File: config.mk
export PLATFORM = sky130hd
export DESIGN_NAME = dual_port_lock_reg
export DESIGN_NICKNAME = d
export VERILOG_FILES = /design/src/rtl/lockreg_pkg.sv /design/src/rtl/lockreg_decode.sv /design/src/rtl/lockreg_side.sv /design/src/rtl/dual_port_lock_reg.sv
export SDC_FILE = /design/constraint.sdc
export NUM_CORES = 1
export LEC_CHECK = 0
export BUFFER_PORTS_ARGS = -buffer_cell sky130_fd_sc_hd__buf_2
export CAP_MARGIN = 15
export CORE_MARGIN = 8
export CORE_UTILIZATION = 24
export DETAILED_ROUTE_END_ITERATION = 10
export GPL_ROUTABILITY_DRIVEN = 0
export PLACE_DENSITY = 0.77
export SLEW_MARGIN = 5
export SYNTH_ARGS = -nofsm -noshare
export SYNTH_HDL_FRONTEND = slang
export SYNTH_SLANG_ARGS = --single-unit
export TNS_END_PERCENT = 50
File: constraint.sdc
create_clock -name clk -period 1.4 [get_ports clk]
set_input_delay 0.21 -clock clk [delete_from_list [all_inputs] [get_ports clk]]
set_output_delay 0.21 -clock clk [all_outputs]
set_load 0.02 [all_outputs]
File: src/rtl/lockreg_pkg.sv
package lockreg_pkg;
   // side index: which port's writes drive which far-bus request
   localparam int unsigned SIDE_A = 0;   // port A -> requests bus B
   localparam int unsigned SIDE_B = 1;   // port B -> requests bus A
   localparam int unsigned NSIDES = 2;

   typedef struct packed {
      logic set;
      logic clr;
      logic rd_hit;
   } lock_cmd_t;
endpackage

File: src/rtl/lockreg_decode.sv
module lockreg_decode #(
   parameter int unsigned ADDR_W   = 8,
   parameter int unsigned DATA_W   = 16,
   parameter int unsigned OFFSET   = 'h22,
   parameter int unsigned LOCK_BIT = 0,
   localparam int unsigned BE_W      = DATA_W / 8,
   localparam int unsigned LOCK_LANE = LOCK_BIT / 8
) (
   input  logic                clk,
   input  logic                rst_n,
   input  logic                sel,
   input  logic                wr,
   input  logic [ADDR_W-1:0]   addr,
   input  logic [BE_W-1:0]     be,
   input  logic [DATA_W-1:0]   wdata,
   output lockreg_pkg::lock_cmd_t cmd
);
   logic hit;
   logic lane_wr;
   logic unused_wdata;

   assign hit          = sel && (addr == ADDR_W'(OFFSET));
   assign lane_wr      = hit && wr && be[LOCK_LANE];
   assign cmd.set      = lane_wr &&  wdata[LOCK_BIT];
   assign cmd.clr      = lane_wr && !wdata[LOCK_BIT];
   assign cmd.rd_hit   = hit && !wr;
   assign unused_wdata = ^wdata;

   // a write that leaves the lock lane disabled issues no command
   p_lane_quiet_r9: assert property (@(posedge clk) disable iff (!rst_n)
      (sel && wr && !be[LOCK_LANE]) |-> (!cmd.set && !cmd.clr));
   // other offsets issue nothing at all
   p_offset_quiet_r9: assert property (@(posedge clk) disable iff (!rst_n)
      (sel && addr != ADDR_W'(OFFSET)) |-> (!cmd.set && !cmd.clr && !cmd.rd_hit));
endmodule

File: src/rtl/lockreg_side.sv
module lockreg_side #(
   parameter int unsigned GNT_STAGES = 0
) (
   input  logic clk,
   input  logic rst_n,
   input  logic soft_rst,
   input  logic set_i,
   input  logic clr_i,
   input  logic gnt_i,
   output logic req_o,
   output logic owned_o
);
   logic gnt_s;
   logic req_q;
   logic owned_q;

   generate
      if (GNT_STAGES == 0) begin : g_gnt_direct
         assign gnt_s = gnt_i;
      end else begin : g_gnt_sync
         logic [GNT_STAGES-1:0] gnt_pipe;
         always_ff @(posedge clk or negedge rst_n) begin
            if (!rst_n) gnt_pipe <= '0;
            else if (GNT_STAGES == 1) gnt_pipe <= gnt_i;
            else gnt_pipe <= {gnt_pipe[GNT_STAGES-2:0], gnt_i};
         end
         assign gnt_s = gnt_pipe[GNT_STAGES-1];
      end
   endgenerate

   always_ff @(posedge clk or negedge rst_n) begin
      if (!rst_n) begin
         req_q   <= 1'b0;
         owned_q <= 1'b0;
      end else if (soft_rst || clr_i) begin
         req_q   <= 1'b0;
         owned_q <= 1'b0;
      end else begin
         if (set_i) req_q <= 1'b1;
         if (req_q && gnt_s) owned_q <= 1'b1;
      end
   end

   assign req_o   = req_q;
   assign owned_o = owned_q;

   p_set_raises_req_r3: assert property (@(posedge clk) disable iff (!rst_n)
      (set_i && !soft_rst) |=> req_o);
   p_owned_implies_req_r4: assert property (@(posedge clk) disable iff (!rst_n)
      owned_o |-> req_o);
   p_owned_sticky_r4: assert property (@(posedge clk) disable iff (!rst_n)
      (owned_o && !clr_i && !soft_rst) |=> owned_o);
   p_grant_kept_r4: assert property (@(posedge clk) disable iff (!rst_n)
      owned_o |-> gnt_s);
   p_no_own_without_gnt_r5: assert property (@(posedge clk) disable iff (!rst_n)
      (!owned_o && !(req_o && gnt_s)) |=> !owned_o);
   p_clear_drops_r6: assert property (@(posedge clk) disable iff (!rst_n)
      clr_i |=> (!req_o && !owned_o));
   p_soft_reset_r7: assert property (@(posedge clk) disable iff (!rst_n)
      soft_rst |=> (!req_o && !owned_o));
endmodule

File: src/rtl/dual_port_lock_reg.sv
module dual_port_lock_reg #(
   parameter int unsigned ADDR_W     = 8,
   parameter int unsigned DATA_W     = 16,
   parameter int unsigned OFFSET     = 'h22,
   parameter int unsigned LOCK_BIT   = 0,
   parameter int unsigned GNT_STAGES = 0,
   localparam int unsigned BE_W      = DATA_W / 8
) (
   input  logic              clk,
   input  logic              rst_n,
   input  logic              soft_rst,
   input  logic              a_sel,
   input  logic              a_wr,
   input  logic [ADDR_W-1:0] a_addr,
   input  logic [BE_W-1:0]   a_be,
   input  logic [DATA_W-1:0] a_wdata,
   output logic [DATA_W-1:0] a_rdata,
   input  logic              b_sel,
   input  logic              b_wr,
   input  logic [ADDR_W-1:0] b_addr,
   input  logic [BE_W-1:0]   b_be,
   input  logic [DATA_W-1:0] b_wdata,
   output logic [DATA_W-1:0] b_rdata,
   output logic              bus_b_req,
   input  logic              bus_b_gnt,
   output logic              bus_a_req,
   input  logic              bus_a_gnt
);
   import lockreg_pkg::*;

   generate
      if (DATA_W < 8 || (DATA_W % 8) != 0) begin : g_bad_width
         $error("DATA_W must be a non-zero multiple of 8");
      end
      if (LOCK_BIT >= DATA_W) begin : g_bad_bit
         $error("LOCK_BIT must lie inside the register");
      end
      if (GNT_STAGES > 3) begin : g_bad_sync
         $error("GNT_STAGES must be 0 to 3");
      end
      if (OFFSET >= (1 << ADDR_W)) begin : g_bad_offset
         $error("OFFSET does not fit in ADDR_W");
      end
   endgenerate

   logic              sel_v   [NSIDES];
   logic              wr_v    [NSIDES];
   logic [ADDR_W-1:0] addr_v  [NSIDES];
   logic [BE_W-1:0]   be_v    [NSIDES];
   logic [DATA_W-1:0] wdata_v [NSIDES];
   logic [DATA_W-1:0] rdata_v [NSIDES];
   logic              gnt_v   [NSIDES];
   logic              req_v   [NSIDES];
   logic              owned_v [NSIDES];
   lock_cmd_t         cmd_v   [NSIDES];

   assign sel_v[SIDE_A]   = a_sel;
   assign wr_v[SIDE_A]    = a_wr;
   assign addr_v[SIDE_A]  = a_addr;
   assign be_v[SIDE_A]    = a_be;
   assign wdata_v[SIDE_A] = a_wdata;
   assign gnt_v[SIDE_A]   = bus_b_gnt;
   assign sel_v[SIDE_B]   = b_sel;
   assign wr_v[SIDE_B]    = b_wr;
   assign addr_v[SIDE_B]  = b_addr;
   assign be_v[SIDE_B]    = b_be;
   assign wdata_v[SIDE_B] = b_wdata;
   assign gnt_v[SIDE_B]   = bus_a_gnt;

   generate
      for (genvar s = 0; s < NSIDES; s++) begin : g_side
         logic [DATA_W-1:0] word;

         lockreg_decode #(
            .ADDR_W(ADDR_W), .DATA_W(DATA_W),
            .OFFSET(OFFSET), .LOCK_BIT(LOCK_BIT)
         ) u_dec (
            .clk(clk), .rst_n(rst_n),
            .sel(sel_v[s]), .wr(wr_v[s]), .addr(addr_v[s]),
            .be(be_v[s]), .wdata(wdata_v[s]), .cmd(cmd_v[s])
         );

         lockreg_side #(.GNT_STAGES(GNT_STAGES)) u_side (
            .clk(clk), .rst_n(rst_n), .soft_rst(soft_rst),
            .set_i(cmd_v[s].set), .clr_i(cmd_v[s].clr),
            .gnt_i(gnt_v[s]), .req_o(req_v[s]), .owned_o(owned_v[s])
         );

         for (genvar b = 0; b < DATA_W; b++) begin : g_bit
            if (b == LOCK_BIT) begin : g_lock
               assign word[b] = owned_v[s];
            end else begin : g_fixed
               assign word[b] = 1'b1;
            end
         end

         assign rdata_v[s] = cmd_v[s].rd_hit ? word : '0;
      end
   endgenerate

   assign a_rdata   = rdata_v[SIDE_A];
   assign b_rdata   = rdata_v[SIDE_B];
   assign bus_b_req = req_v[SIDE_A];
   assign bus_a_req = req_v[SIDE_B];

   p_idle_read_zero_r10: assert property (@(posedge clk) disable iff (!rst_n)
      (!a_sel || a_wr) |-> (a_rdata == '0));
   p_reserved_ones_r2: assert property (@(posedge clk) disable iff (!rst_n)
      b_sel && !b_wr && b_addr == ADDR_W'(OFFSET) |->
         ((b_rdata | DATA_W'(1 << LOCK_BIT)) == '1));
   p_b_quiet_keeps_a_r8: assert property (@(posedge clk) disable iff (!rst_n)
      (!b_sel && !soft_rst && !bus_a_req) |=> !bus_a_req);
endmodule

Yosys cells after proc, flatten, opt, wreduce, memory -nomap -nowiden
Index checks and enable logic that the tools add are counted.

Register bits: 4. Output and inout bits: 34. Logic and storage cells: 40.

Equality and inequality tests: 2. Muxes and demuxes: 10. Reductions and logical operators: 24.

Operator list (number): two-way mux 16 bit (2); equality test 8 x 6 -> 1 bit (second input constant) (2); logical AND 1 bit (14); two-way mux 1 bit (8); nonzero test 2 bit (4); zero test 1 bit (4); logical OR 1 bit (2).

Logic depth before layout (Yosys ltp)
Depth after elaboration: 7. Gate-level depth with buffers: 4. Gate-level depth less buffers: 3.

Modules after synthesis
A second synthesis with hierarchy kept.

Cell total of the unflattened synthesis: 60. Area, all modules: 530.5 um^2.

By module, submodules not included: dual_port_lock_reg (instances 1, cells an instance 30, area each 222.7 um^2, sequential area each 0.0 um^2); lockreg_side (instances 2, cells an instance 6, area each 78.8 um^2, sequential area each 50.0 um^2); lockreg_decode (instances 2, cells an instance 9, area each 75.1 um^2, sequential area each 0.0 um^2).

Worst setup path before layout
No wires, ideal clock.

Path kind: input to output. Start: in b_addr[4]. End: out b_rdata[10]. Arrival time: 1.631 ns. Data required time: 1.190 ns. Path slack: -0.441 ns. Stages on the path: 4. Path buffers: 1. Path through: and4bb_2 -> nand4_1 -> nor2_1 -> buf_4.

Cells in the longest elaborated chain, start to end: 4.

Ends and longest elaborated chain: start, declared (RTL line dual_port_lock_reg.sv:20) `input logic [ADDR_W-1:0] b_addr,`; equality test 8 x 6 -> 1 bit (RTL line lockreg_decode.sv:22) `assign hit = sel && (addr == ADDR_W'(OFFSET));`; logical AND 1 bit (RTL line lockreg_decode.sv:22); logical AND 1 bit (RTL line lockreg_decode.sv:26) `assign cmd.rd_hit = hit && !wr;`; two-way mux 16 bit (RTL line dual_port_lock_reg.sv:97) `assign rdata_v[s] = cmd_v[s].rd_hit ? word : '0;`; end, declared (RTL line dual_port_lock_reg.sv:23) `output logic [DATA_W-1:0] b_rdata,`.

Every way passes these cells.

Worst setup path after layout
Start: in b_addr[4]. End: out b_rdata[9].

Same word-level chain as after synthesis.

==> run summary <==
The initial utilization of the core area, before any placement, comes to 0.248. The number of H-tree levels is 1. The die is approximately 63 um wide. The via count of the first global-routing pass is between 600 and 700.

The worst setup path is launched from a primary input. Data arrives at the worst endpoint at roughly 1.3 ns. In the post-synthesis netlist, the biggest area contributors are sky130_fd_sc_hd__buf_4 40%, sky130_fd_sc_hd__dfrtp_1 19%, sky130_fd_sc_hd__and4bb_2 4.7%. The distinct cell type count after synthesis is 16.

For the final database, setup skew stands at 0.0000203 ns. The library cell used as clock root buffer is sky130_fd_sc_hd__clkbuf_4. After detailed routing, the number of vias per cell comes to ~4.3. The overall power is ~350 uW. The number of flops mapped to enable cells by yosys is 0. The register area share after synthesis is 0.188. The register cell area after layout is between 100 and 150 um^2. The total count of max-transition violations in the final report is 0.

The checks that failed: negative setup slack. The initial antenna violation count came to 0. The count of clock tree sinks came out at 4. For this run, the top clock speed supported by timing is 675 MHz. The overflow left after global routing came out at 0. Buffers placed on the I/O ports in this run total 62. The total nets after synthesis is about 120. The critical path class is in2out. At the pin with the least slew margin, the transition time is 0.318 ns.

The clock latency reported for the late side of the worst-skew pair is about 0.23 ns. The height of the die came out at between 60 and 70 um. The number of cell rows came out at 17.

The DRC marker count from the first detailed-route iteration is 11. The most used standard cell by instance count after synthesis is sky130_fd_sc_hd__buf_4. The top-area cell type share of the netlist area is 0.395.

The slowest stage of the critical path belongs to the cell sky130_fd_sc_hd__and4bb_2. The end-of-flow core utilization is 0.454. The share of layout cells above drive strength 1 came out at 0.766. The share of async-settable or async-resettable flops after synthesis is 1.00.

Counting instances in the post-synthesis netlist gives the leading cell types as 28 x sky130_fd_sc_hd__buf_4, 6 x sky130_fd_sc_hd__nor2_1, 4 x sky130_fd_sc_hd__dfrtp_1, 4 x sky130_fd_sc_hd__nand2b_1, 3 x sky130_fd_sc_hd__nor3b_1. The tool flagged a number of max-cap violations equal to 0. In this design, the largest share of critical-path delay is due to simple AND/OR/NAND/NOR gates. The count of non-filler cells in the finished layout is around 140. The longest individual stage delay on the worst path came out at a little under 0.3 ns. The number of vias in the routed layout came out at about 600. In this run the standard cell core region covers about 2100 um^2. The reported leakage power is between 0.0005 and 0.0006 uW. During I/O placement, the number of pins put on the boundary was 95. Dividing the detail-routed wire length by the instance count gives roughly 15 um. The number of cells in the design after placement is between 100 and 150. The average size of a mapped cell is 8.58 um^2.

The total iterations of the first detailed-routing run came out at 3. Setup repair after global routing could not meet its margin everywhere. The top fanout value on the critical path is 8. The global router's overall resource usage came out at 0.0853. The min-delay analysis places its worst path in the category in2reg. The area used by multi-input combinational logic is about 280 um^2. Counting stages on the worst path, the most repeated cell is sky130_fd_sc_hd__buf_6. The global-route wire length before repair is 2810 um. Traced cell by cell, the critical path runs through buf_6 -> and4bb_2 -> nand4_1 -> buf_6 -> nor2_4 -> buf_12 -> buf_6. In this run the deepest clock path goes through 2 buffers.

Among all flip-flop cells after synthesis, the most frequent one is sky130_fd_sc_hd__dfrtp_1. The final setup violation count came out at 25. The power density over the cells is between 300 and 400 nW/um^2. The run finished, with violations left. The clock edge transition at the registers on the reported setup and hold paths came out at around 0.040 ns.

The final worst-path setup slack came out at -0.0813 ns. The CTS tree is built. The peak supply drop came out at about 0.25 mV. The worst-case headroom to the max-slew limit is 0.787.

In this run the cell area of the synthesized design comes to ~530 um^2. The total DRC errors in the routed layout came out at 0. The die covers around 4000 um^2. The worst slack on hold paths is ~0.23 ns.

The total routed wirelength is around 2100 um. The largest total area in the synthesized netlist belongs to sky130_fd_sc_hd__buf_4. Entering global routing, the biggest net connects 16 pins. The element type at the critical path end is an output port. The post-synthesis instance total is 62. The final antenna-violating net count is 0. The growth of design area from synthesis to finish is 83.3%. Counting the buffers created by CTS gives 3.

Counting flops and latches in the post-synthesis netlist gives 4. The number of nets in the layout came out at about 170. The count of endpoints failing hold in the final timing report is 0. At the worst endpoint, the required time is roughly 1.2 ns. The final period demand of the worst path is 1.48 ns. The Yosys warning count came out at 0. The critical path buffer and inverter count came out at 4.

Of the available clock period, the critical path in the final layout requires 1.06. The repair_antennas step left the layout with diodes totalling 0. Counting the fill cells in the layout gives 213.
[logic make-up after synthesis]
kind of cell           synth area share
flip-flops                        0.188
AO/OA/AOI/OAI                    0.0518
multiplexers                     0.0376
AND/OR/NAND/NOR                   0.327
buffers and inverters             0.395
[placed cells by master (no fill, tap or decap)]
cell type	instances
sky130_fd_sc_hd__a21oi_1	2
sky130_fd_sc_hd__and4b_1	1
sky130_fd_sc_hd__and4bb_2	2
sky130_fd_sc_hd__buf_12	1
sky130_fd_sc_hd__buf_2	38
sky130_fd_sc_hd__buf_4	14
sky130_fd_sc_hd__buf_6	16
sky130_fd_sc_hd__buf_8	2
sky130_fd_sc_hd__clkbuf_4	3
sky130_fd_sc_hd__dfrtp_1	4
sky130_fd_sc_hd__dlygate4sd3_1	1
sky130_fd_sc_hd__mux2i_1	2
sky130_fd_sc_hd__nand2_1	2
sky130_fd_sc_hd__nand2b_1	4
sky130_fd_sc_hd__nand3_4	1
sky130_fd_sc_hd__nand4_1	2
sky130_fd_sc_hd__nand4b_1	1
sky130_fd_sc_hd__nor2_1	4
sky130_fd_sc_hd__nor2_4	4
sky130_fd_sc_hd__nor2b_1	1
sky130_fd_sc_hd__nor3b_2	3
sky130_fd_sc_hd__nor4b_4	1
sky130_fd_sc_hd__o31a_1	2
[sequential cells by signal (all words and copies together), names as in the netlist]
signal	count
g_side.u_side.req_o	2
g_side.u_side.owned_o	2
[power breakdown]
part | internal, uW | switching [uW]
sequential | 116 | 0.0214
clock | 95.9 | 46.8
combinational | 51.8 | 38.5
total | 264 | 85.4
[per-layer routing]
layer,wire length [um],track usage,vias up
met5,0,0,-
met4,49,0.0342,0
met3,152,0.0459,4
met2,1210,0.169,30
met1,637,0.0660,283
li1,-,-,287
[worst paths after layout]
kind | startpoint | end | slack [ns] | cells past startpoint
worst max-delay path | b_addr[4] | b_rdata[9] | -0.08 | 7
worst min-delay path | b_wdata[0] | g_side[1].u_side.owned_o$_DFFE_PN0P_ | 0.23 | 2
worst max register to register | g_side[0].u_side.req_o$_DFFE_PN0P_ | g_side[0].u_side.owned_o$_DFFE_PN0P_ | 0.59 | 3
worst min register to register | g_side[0].u_side.req_o$_DFFE_PN0P_ | g_side[0].u_side.req_o$_DFFE_PN0P_ | 0.57 | 2
max in group asynchronous | rst_n | g_side[1].u_side.owned_o$_DFFE_PN0P_ | 0.96 | 2
min in group asynchronous | rst_n | g_side[0].u_side.req_o$_DFFE_PN0P_ | 0.31 | 2
[through the flow]
step                setup WS, ns  area (um^2)  TNS, ns
floorplan                -0.0496          554   -0.645
global placement         -0.0651          697    -1.13
detailed placement       -0.0860          697    -1.92
CTS                      -0.0463          823   -0.959
global route              -0.122          975    -2.54
finish                   -0.0813          975    -1.33
[final cells by class]
| cell class | instances | area share |
|---|---|---|
| Clock buffer | 3 | 0.0231 |
| Multi-Input combinational cell | 32 | 0.289 |
| Sequential cell | 4 | 0.103 |
| Tap cell | 28 | 0.0359 |
| Timing Repair Buffer | 72 | 0.549 |
[what timing repair did]
item	CTS	global route
pin swaps	2	8
hold buffers	1	0
endpoints found under the setup margin	32	32
hold endpoints to repair	4	0
gates resized for setup	18	28
cloned	1	1
setup buffers	4	3
Note: power is estimated with default switching activity, not from simulation.
